File: src/rtl/tokxbar_pkg.sv
package tokxbar_pkg;
  typedef enum logic [2:0] {
    CK_NODE    = 3'd0,
    CK_INIT_L  = 3'd1,
    CK_INIT_R  = 3'd2,
    CK_CONST_L = 3'd3,
    CK_CONST_R = 3'd4
  } cfg_kind_e;
endpackage

File: src/rtl/tok_bank.sv
// N-entry token buffer bank: a valid bit plus a data word per entry.
module tok_bank #(
  parameter int N = 4,
  parameter int W = 16
) (
  input  logic         clk,
  input  logic         rst_n,
  input  logic [N-1:0] ld,
  input  logic [N-1:0] set,
  input  logic [N-1:0] clr,
  input  logic [N*W-1:0] din,
  output logic [N-1:0] vld,
  output logic [N*W-1:0] dout
);
  logic [W-1:0] d_q [N];

  always_ff @(posedge clk) begin
    if (!rst_n) begin
      vld <= '0;
      for (int j = 0; j < N; j++) d_q[j] <= '0;
    end else begin
      for (int j = 0; j < N; j++) begin
        if (ld[j]) d_q[j] <= din[j*W +: W];
        if (set[j])      vld[j] <= 1'b1;
        else if (clr[j]) vld[j] <= 1'b0;
      end
    end
  end

  for (genvar j = 0; j < N; j++) begin : g_out
    assign dout[j*W +: W] = d_q[j];
  end
endmodule

File: src/rtl/node_cfg.sv
// Per-node opcode, route mask and constant bindings.
module node_cfg
  import tokxbar_pkg::*;
#(
  parameter int N   = 4,
  parameter int OPW = 4,
  parameter int RW  = 2*N+1
) (
  input  logic           clk,
  input  logic           rst_n,
  input  logic [N-1:0]   sel,
  input  cfg_kind_e      kind,
  input  logic [OPW-1:0] op_in,
  input  logic [RW-1:0]  route_in,
  output logic [N*OPW-1:0] op_flat,
  output logic [N*RW-1:0]  route_flat,
  output logic [N-1:0]     const_l,
  output logic [N-1:0]     const_r
);
  logic [OPW-1:0] op_q    [N];
  logic [RW-1:0]  route_q [N];

  always_ff @(posedge clk) begin
    if (!rst_n) begin
      const_l <= '0;
      const_r <= '0;
      for (int j = 0; j < N; j++) begin
        op_q[j]    <= '0;
        route_q[j] <= '0;
      end
    end else begin
      for (int j = 0; j < N; j++) begin
        if (sel[j]) begin
          case (kind)
            CK_NODE: begin
              op_q[j]    <= op_in;
              route_q[j] <= route_in;
            end
            CK_INIT_L:  const_l[j] <= 1'b0;
            CK_INIT_R:  const_r[j] <= 1'b0;
            CK_CONST_L: const_l[j] <= 1'b1;
            CK_CONST_R: const_r[j] <= 1'b1;
            default: ;
          endcase
        end
      end
    end
  end

  for (genvar j = 0; j < N; j++) begin : g_flat
    assign op_flat[j*OPW +: OPW]  = op_q[j];
    assign route_flat[j*RW +: RW] = route_q[j];
  end
endmodule

File: src/rtl/route_arb.sv
// Fixed-priority all-or-nothing grant of result tokens to their target ports.
module route_arb #(
  parameter int N  = 4,
  parameter int RW = 2*N+1
) (
  input  logic            clk,
  input  logic            rst_n,
  input  logic [N-1:0]    src_vld,
  input  logic [N*RW-1:0] route,
  input  logic [RW-1:0]   dst_busy,
  output logic [N-1:0]    grant,
  output logic [RW-1:0]   dst_wr
);
  logic [RW-1:0] claimed;
  logic [N-1:0]  wr_by [RW];

  always_comb begin
    claimed = dst_busy;
    grant   = '0;
    for (int i = 0; i < N; i++) begin
      if (src_vld[i] && (route[i*RW +: RW] != '0) &&
          ((route[i*RW +: RW] & claimed) == '0)) begin
        grant[i] = 1'b1;
        claimed  = claimed | route[i*RW +: RW];
      end
    end
  end

  assign dst_wr = claimed & ~dst_busy;

  always_comb begin
    for (int p = 0; p < RW; p++)
      for (int i = 0; i < N; i++)
        wr_by[p][i] = grant[i] & route[i*RW + p];
  end

  for (genvar p = 0; p < RW; p++) begin : g_chk
    // at most one source drives any port in a cycle
    a_r6_one_writer: assert property (@(posedge clk) disable iff (!rst_n)
      $onehot0(wr_by[p]));
  end
endmodule

File: src/rtl/tok_xbar.sv
module tok_xbar
  import tokxbar_pkg::*;
#(
  parameter int N   = 4,
  parameter int W   = 16,
  parameter int OPW = 4,
  localparam int NW = $clog2(N),
  localparam int RW = 2*N+1
) (
  input  logic           clk,
  input  logic           rst_n,
  input  logic           run_en,
  input  logic           cfg_we,
  input  logic [2:0]     cfg_kind,
  input  logic [NW-1:0]  cfg_node,
  input  logic [OPW-1:0] cfg_op,
  input  logic [RW-1:0]  cfg_route,
  input  logic [W-1:0]   cfg_value,
  output logic [N-1:0]   fu_fire,
  output logic [N*OPW-1:0] fu_op,
  output logic [N*W-1:0] fu_a,
  output logic [N*W-1:0] fu_b,
  input  logic [N*W-1:0] fu_res,
  output logic           out_valid,
  input  logic           out_ready,
  output logic [W-1:0]   out_data,
  output logic [NW-1:0]  out_src
);
  cfg_kind_e kind;
  logic      cfg_ok;
  logic [N-1:0] sel;
  logic [N*RW-1:0] route_flat;
  logic [N-1:0] const_l, const_r;

  logic [N-1:0] ld_l, set_l, clr_l, vld_l;
  logic [N-1:0] ld_r, set_r, clr_r, vld_r;
  logic [N-1:0] vld_o, fire, grant;
  logic [N*W-1:0] din_l, din_r, od_flat;
  logic [RW-1:0] busy, dst_wr;
  logic [W-1:0]  rd [RW];
  logic [NW-1:0] ext_src_n;
  logic          ext_vld;
  logic [W-1:0]  ext_data;
  logic [NW-1:0] ext_src;

  assign kind   = cfg_kind_e'(cfg_kind);
  assign cfg_ok = cfg_we & ~run_en;

  node_cfg #(.N(N), .OPW(OPW), .RW(RW)) u_cfg (
    .clk(clk), .rst_n(rst_n), .sel(sel), .kind(kind),
    .op_in(cfg_op), .route_in(cfg_route),
    .op_flat(fu_op), .route_flat(route_flat),
    .const_l(const_l), .const_r(const_r)
  );

  for (genvar j = 0; j < N; j++) begin : g_node
    logic init_l, init_r, cst_l, cst_r;
    assign sel[j]  = cfg_ok && (cfg_node == NW'(j));
    assign init_l  = sel[j] && (kind == CK_INIT_L);
    assign init_r  = sel[j] && (kind == CK_INIT_R);
    assign cst_l   = sel[j] && (kind == CK_CONST_L);
    assign cst_r   = sel[j] && (kind == CK_CONST_R);

    assign set_l[j] = init_l | dst_wr[2*j];
    assign ld_l[j]  = init_l | cst_l | dst_wr[2*j];
    assign clr_l[j] = cst_l | (fire[j] & ~const_l[j]);
    assign set_r[j] = init_r | dst_wr[2*j+1];
    assign ld_r[j]  = init_r | cst_r | dst_wr[2*j+1];
    assign clr_r[j] = cst_r | (fire[j] & ~const_r[j]);

    assign din_l[j*W +: W] = run_en ? rd[2*j]   : cfg_value;
    assign din_r[j*W +: W] = run_en ? rd[2*j+1] : cfg_value;

    assign fire[j] = run_en & (vld_l[j] | const_l[j]) & (vld_r[j] | const_r[j]) & ~vld_o[j];

    assign busy[2*j]   = vld_l[j] | const_l[j];
    assign busy[2*j+1] = vld_r[j] | const_r[j];
  end
  assign busy[2*N] = ext_vld;

  tok_bank #(.N(N), .W(W)) u_left (
    .clk(clk), .rst_n(rst_n), .ld(ld_l), .set(set_l), .clr(clr_l),
    .din(din_l), .vld(vld_l), .dout(fu_a)
  );
  tok_bank #(.N(N), .W(W)) u_right (
    .clk(clk), .rst_n(rst_n), .ld(ld_r), .set(set_r), .clr(clr_r),
    .din(din_r), .vld(vld_r), .dout(fu_b)
  );
  tok_bank #(.N(N), .W(W)) u_result (
    .clk(clk), .rst_n(rst_n), .ld(fire), .set(fire), .clr(grant),
    .din(fu_res), .vld(vld_o), .dout(od_flat)
  );

  route_arb #(.N(N), .RW(RW)) u_arb (
    .clk(clk), .rst_n(rst_n), .src_vld(vld_o & {N{run_en}}),
    .route(route_flat), .dst_busy(busy), .grant(grant), .dst_wr(dst_wr)
  );

  // crossbar data paths: each port takes the word of its granted source
  always_comb begin
    ext_src_n = '0;
    for (int p = 0; p < RW; p++) begin
      rd[p] = '0;
      for (int i = 0; i < N; i++)
        if (grant[i] && route_flat[i*RW + p]) rd[p] = od_flat[i*W +: W];
    end
    for (int i = 0; i < N; i++)
      if (grant[i] && route_flat[i*RW + 2*N]) ext_src_n = NW'(i);
  end

  always_ff @(posedge clk) begin
    if (!rst_n) begin
      ext_vld  <= 1'b0;
      ext_data <= '0;
      ext_src  <= '0;
    end else if (dst_wr[2*N]) begin
      ext_vld  <= 1'b1;
      ext_data <= rd[2*N];
      ext_src  <= ext_src_n;
    end else if (out_ready) begin
      ext_vld  <= 1'b0;
    end
  end

  assign fu_fire   = fire;
  assign out_valid = ext_vld;
  assign out_data  = ext_data;
  assign out_src   = ext_src;

  // stream holds under back-pressure
  a_r8_out_hold: assert property (@(posedge clk) disable iff (!rst_n)
    (out_valid && !out_ready) |=> (out_valid && $stable(out_data) && $stable(out_src)));

  // result buffers frozen while stopped
  a_r9_frozen: assert property (@(posedge clk) disable iff (!rst_n)
    !run_en |=> $stable(vld_o));

  // locked configuration keeps routes and bindings
  a_r2_cfg_locked: assert property (@(posedge clk) disable iff (!rst_n)
    (run_en && cfg_we) |=> ($stable(route_flat) && $stable(const_l) && $stable(const_r)));

  for (genvar gi = 0; gi < N; gi++) begin : g_chk
    // a firing fills the result buffer
    a_r3_fire_fills: assert property (@(posedge clk) disable iff (!rst_n)
      fire[gi] |=> vld_o[gi]);
    // every target of a moved token is full afterwards
    a_r5_all_targets: assert property (@(posedge clk) disable iff (!rst_n)
      grant[gi] |=> ((busy & $past(route_flat[gi*RW +: RW])) == $past(route_flat[gi*RW +: RW])));
  end
endmodule

File: config.mk
export PLATFORM = sky130hd
export DESIGN_NAME = tok_xbar
export DESIGN_NICKNAME = d
export VERILOG_FILES = /design/src/rtl/tokxbar_pkg.sv /design/src/rtl/tok_bank.sv /design/src/rtl/node_cfg.sv /design/src/rtl/route_arb.sv /design/src/rtl/tok_xbar.sv
export SDC_FILE = /design/constraint.sdc
export NUM_CORES = 1
export LEC_CHECK = 0
export ABC_CLOCK_PERIOD_IN_PS = 3700
export CORE_MARGIN = 2
export CORE_UTILIZATION = 50
export CTS_CLUSTER_SIZE = 24
export DETAILED_ROUTE_END_ITERATION = 12
export HOLD_SLACK_MARGIN = 0.1
export PLACE_DENSITY = 0.78
export SLEW_MARGIN = 15
export SYNTH_ARGS = -nofsm -noshare
export SYNTH_HDL_FRONTEND = slang
export SYNTH_HIERARCHICAL = 1
export SYNTH_SLANG_ARGS = --single-unit
export TNS_END_PERCENT = 10
File: constraint.sdc
create_clock -name clk -period 3.7 [get_ports clk]
set_clock_uncertainty 0.1 [all_clocks]
set_input_delay 0.37 -clock clk [delete_from_list [all_inputs] [get_ports clk]]
set_output_delay 0.37 -clock clk [all_outputs]
set_load 0.01 [all_outputs]
Word-level counts from Yosys, hierarchy flattened:

Memories as Yosys holds them, arrays and structs flattened.
Index checks and enable logic that the tools add are counted.

* bitwise operators: 105
* multiplexer cells: 153
* eq/ne operators: 7
* reduce and logical (&&, ||, !) cells: 97

Operator list (count)
* two-way mux 16 bit: 56
* two-way mux 1 bit: 81
* two-way mux 9 bit: 8
* logical AND 1 bit: 64
* OR 1 bit: 60
* AND 9 bit: 5
* zero test 9 bit: 4
* OR 9 bit: 4
* nonzero test 9 bit: 4
* nonzero test 2 bit: 15
* AND 1 bit: 21
* two-way mux 4 bit: 4
* AND reduction 2 bit: 8
* inverter 1 bit: 13
* inverter 9 bit: 1
* equality test 3 x 2 -> 1 bit (second input constant): 2
* AND 4 bit: 1
* equality test 2 bit (second input constant): 2
* two-way mux 2 bit: 2
* one-hot mux 1 bit (2 select lines): 2
* equality test 3 x 1 -> 1 bit (second input constant): 1
* equality test 3 bit (second input constant): 1
* zero test 3 bit: 1
* equality test 2 x 1 -> 1 bit (second input constant): 1
* zero test 2 bit: 1

* register bits: 39
* bits in writable memories: 244
* memories kept: 5

Memory list
* u_left.d_q: depth 4, width 16, rd ports 4, clocked after memory_dff 0, write ports 4, line tok_bank.sv:15 `logic [W-1:0] d_q [N];`
* u_result.d_q: depth 4, width 16, rd ports 4, clocked after memory_dff 0, write ports 4, line tok_bank.sv:15
* u_right.d_q: depth 4, width 16, rd ports 4, clocked after memory_dff 0, write ports 4, line tok_bank.sv:15
* u_cfg.route_q: depth 4, width 9, rd ports 4, clocked after memory_dff 0, write ports 4, line node_cfg.sv:21 `logic [RW-1:0] route_q [N];`
* u_cfg.op_q: depth 4, width 4, rd ports 4, clocked after memory_dff 0, write ports 4, line node_cfg.sv:20 `logic [OPW-1:0] op_q [N];`

Logic depth before layout (Yosys ltp):

* word-level depth: 23
* depth in mapped cells: 18

Hierarchy:

Netlist, hierarchy kept.

By module, submodules not included
* tok_bank: instances 3, cells each 155, seq. area each 2001.9 µm², area each 2546.2 µm²
* tok_xbar: instances 1, cells each 982, seq. area each 380.4 µm², area each 6154.7 µm²
* node_cfg: instances 1, cells each 181, seq. area each 1721.7 µm², area each 2384.8 µm²
* route_arb: instances 1, cells each 111, seq. area each 0.0 µm², area each 853.3 µm²

Least setup slack after synthesis:

OpenSTA, ideal clock, no wires.

* kind: input to register
* from: input port run_en
* to: register ext_data[3], in the netlist out_data[3]
* setup slack: -173 ps
* stages on the path: 18
* data arrival time: 3630 ps
* cells stage by stage: buf_2 -> clkbuf_1 -> clkbuf_1 -> and2_1 -> nand4_2 -> or2_4 -> o21a_1 -> buf_6 -> a211oi_4 -> and2_2 -> buf_6 -> a221o_1 -> buf_2 -> inv_1 -> clkbuf_1 -> a221o_1 -> a221oi_2 -> a211oi_2

* elaborated cells on any way between the ends: 35

RTL lines
* start: declaration: line tok_xbar.sv:12 `input logic run_en,`
* AND 4 bit (*): line tok_xbar.sv:95 `.clk(clk), .rst_n(rst_n), .src_vld(vld_o & {N{run_en}}),`
* logical AND 1 bit (2 in a row): line route_arb.sv:21 `if (src_vld[i] && (route[i*RW +: RW] != '0) &&`
* two-way mux 9 bit: line route_arb.sv:21
* AND 9 bit: line route_arb.sv:22 `((route[i*RW +: RW] & claimed) == '0)) begin`
* zero test 9 bit: line route_arb.sv:22
* logical AND 1 bit: line route_arb.sv:21
* two-way mux 9 bit: line route_arb.sv:21
* AND 9 bit: line route_arb.sv:22
* zero test 9 bit: line route_arb.sv:22
* logical AND 1 bit (*): line route_arb.sv:21
* two-way mux 1 bit (*): line route_arb.sv:21
* net grant[2]: line tok_xbar.sv:37 `logic [N-1:0] vld_o, fire, grant;`
* logical AND 1 bit (*): line tok_xbar.sv:105 `if (grant[i] && route_flat[i*RW + p]) rd[p] = od_flat[i*W +: W];`
* two-way mux 16 bit (*) (2 in a row): line tok_xbar.sv:105
* end signal: assignment: line tok_xbar.sv:118 `ext_data <= rd[2*N];`
* end: declaration: line tok_xbar.sv:43 `logic [W-1:0] ext_data;`

Mark *: on every way through the listed nets, which the timed path passes. The rest lies on a longest branch.
A chain may end at the register's enable or synchronous reset.

==> flow_summary_export.csv <==
group,metric,value,unit
run_status,status,"finished, final reports clean",
timing,hold_violations,0,
drt,vias,17320,
clock_tree,clkLatencyLatePin,0.59,ns
timing,slew_headroom,33.95,%
floorplan,row_count,67,
job,maxCapViolCount,0,
power,p_per_area,342.6,nW/um^2
logic_synthesis,syn_avg_cell_area,9.794,sq um
logic_synthesis,ys_seq_area_share,47.61,%
placement,place.gp.congestion,1.077,
drt,ant_nets,0,
logic_synthesis,synth-seq-cells,283,
floorplan,dieWidth,188.6,microns
placement,dp_hpwl,51070,microns
timing,period_needed,3.670,ns
clock_tree,ctsHoldBuffers,0,
floorplan,die-area,35550,sq um
clock_tree,cts_tree,"done",
power,p_leak,8.554,nW
global_routing,grt_pass1_wl,105400,microns
drt,post-route-drc-count,0,
logic_synthesis,yosys_warnings,6,
logic_synthesis,syn-cell-area,17030,sq um
clock_tree,cts_buffers,29,
finish,final_cell_mix,"267 x clkdlybuf4s50_1, 244 x edfxtp_1, 174 x and3_1",
floorplan,start_util,50.79,%
logic_synthesis,syn_nets,1842,
drt,drt-pass1-iter-count,7,
timing,drv_slew,0,
drt,first_iter_violations,3074,
logic_synthesis,async_reset_ff_share,0,%
timing,post-route-period-util,99.18,%
finish,layout_commonest_cell,"clkdlybuf4s50_1",
logic_synthesis,synth_cell_types,69,
global_routing,track_usage,38.94,%
timing,max_freq,272.5,MHz
global_routing,first_global_vias,16680,
logic_synthesis,synthFlopType,"edfxtp_1",
clock_tree,clkTransAtPathRegs,0.07,ns
drt,routed_wl,70980,microns
worst_setup_path,max_stage_delay,0.34,ns
drt,via_per_inst,6.928,
floorplan,coreArea,33530,sq um
placement,postPlaceCellArea,21220,sq um
worst_setup_path,path_class,"flip-flop to flip-flop",
global_routing,grt_overflow_total,0,
finish,diodes,0,
power,power.total,7.682,mW
worst_setup_path,endpoint_kind,"flip-flop",
clock_tree,cts_num_sinks,283,
logic_synthesis,synth_edf_count,244,
timing,tightest_slew,0.9850,ns
global_routing,antenna_found_initial,0,
worst_setup_path,required,3.95,ns
finish,finalInstanceArea,22420,sq um
worst_setup_path,path_cells,"or2_2 > a22oi_2 > nand4_2 > or2_4 > o21a_2 > a211oi_4 > a31oi_4 > buf_4 > a22o_2 > buf_4 > a221oi_1 > o21ai_0 > and3_1",
worst_setup_path,worstSetupStartpointType,"flip-flop",
worst_setup_path,path_common_cell,"buf_4",
worst_setup_path,crit_fanout,8,
logic_synthesis,postSynthCellCount,1739,
clock_tree,cts-htree-levels,1,
timing,rsz0062_at_grt,"yes",
finish,final_net_count,2134,
drt,wl_per_cell,28.39,microns
finish,drive_above_1_share,16.86,%
timing,setup_viol_count_final,0,
worst_setup_path,crit_arrival,3.92,ns
clock_tree,cts_max_path_buffers,3,
power,peakVddDrop,371.7,uV
timing,whs,0.1676,ns
floorplan,die_h,188.6,microns
hold_path,worstHoldPathType,"input pin to flip-flop",
finish,area_growth,31.65,%
worst_setup_path,slowest_stage,"a211oi_4",
global_routing,grt_max_degree,145,
placement,port_buffers,269,
clock_tree,root_buffer,"clkbuf_16",
floorplan,ioPinCount,270,
-- layer usage --
layer	track usage (%)	wire length [microns]
met1	52.79	27600
met2	59.25	30890
met3	8.400	8435
met4	19.23	4047
met5	0	0
-- worst paths after layout --
kind | start | endpoint | slack [ns] | cells after the start
min reg2reg | u_cfg/const_r[3] | u_cfg/const_r[3] | 0.38 | 2
max | u_cfg/const_r[0] | u_right/d_q[3][13] | 0.03 | 13
min | rst_n | u_result/vld[0] | 0.17 | 2
max reg2reg | u_cfg/const_r[0] | u_right/d_q[3][13] | 0.03 | 13
-- synth_stat cells, types with 9 or more instances --
library cell / count / area share, %
nor2b_1: 33 / 1.2
a21o_1: 17 / 0.75
a31oi_1: 10 / 0.37
buf_2: 34 / 1.0
nand3_1: 28 / 0.82
nand2_1: 175 / 3.9
and3_1: 174 / 6.4
a22oi_1: 24 / 1.1
clkbuf_1: 122 / 2.7
and3_2: 19 / 0.84
and2_1: 36 / 1.3
a221o_1: 21 / 1.2
a22o_1: 12 / 0.62
clkbuf_2: 18 / 0.53
o21ai_0: 136 / 4.0
nor2_1: 78 / 1.7
nand2b_1: 48 / 1.8
a211oi_2: 10 / 0.73
o211ai_1: 123 / 5.4
a221oi_1: 128 / 6.6
inv_1: 17 / 0.37
edfxtp_1: 244 / 43
dfxtp_1: 39 / 4.6
buf_1: 25 / 0.55
o21a_1: 13 / 0.57
or2b_1: 9 / 0.40
a221oi_2: 11 / 0.97
-- report_power, final --
| group | internal (mW) | leakage (nW) | switching, mW |
|---|---|---|---|
| clock network | 1.72 | 0.457 | 1.28 |
| registers | 3.59 | 2.77 | 0.0973 |
| logic | 0.425 | 5.32 | 0.568 |
| total | 5.73 | 8.55 | 1.95 |
-- cell families (layout without fill, tap and decap cells) --
logic type,count (synthesis),in the layout,synth area share (%)
flip-flops,283,283,47.61
AO/OA/AOI/OAI,577,577,25.92
multiplexers,4,4,0.2351
buffers and inverters,226,539,5.693
AND/OR/NAND/NOR,648,648,20.50
XOR/XNOR,1,1,0.05143
-- critical path: cells and delay by family, from the launching register on --
| kind | cells | cell delay, ns |
|---|---|---|
| buffers and inverters | 2 | 0.36 |
| DFF | 1 | 0.33 |
| and+or+nand+nor | 4 | 0.98 |
| AOI/OAI and AO/OA | 7 | 1.67 |
-- state kept, by name, summed over array words and instances (netlist names), 4 cells and up --
register and count:
u_cfg/const_l 4, u_result/vld 4, u_left/d_q 64, u_right/d_q 64, out_data 16, u_right/vld 4
u_cfg/const_r 4, u_cfg/route_q 36, u_left/vld 4, u_cfg/op_q 16, u_result/d_q 64
-- final cells by class --
class	count	area [sq um]
fillers	2626	11110
repair buffers	469	4577
clock inverters	17	200.2
flip-flops and latches	283	8108
clock buffers	35	748.2
inverters	18	71.32
well taps	448	560.5
multi-input cells	1230	8157
-- what timing repair did --
action	CTS	global route
pin swaps	0	10
buffers inserted	1	7
endpoints found under the setup margin	9	136
resized for setup	6	52
-- stage by stage --
step / instances / setup slack (ns) / utilization [%] / setup TNS, ns
global route: 2500 / -0.05930 / 66.87 / -0.3191
CTS: 2493 / 0.003080 / 66.19 / 0
floorplan: 1739 / 0.005960 / - / 0
global placement: 2440 / 0.02145 / 63.27 / 0
detailed placement: 2440 / -0.04625 / 63.27 / -0.1378
finish: 2500 / 0.03045 / 66.87 / 0
No activity file was read; power rests on OpenSTA's default activity.
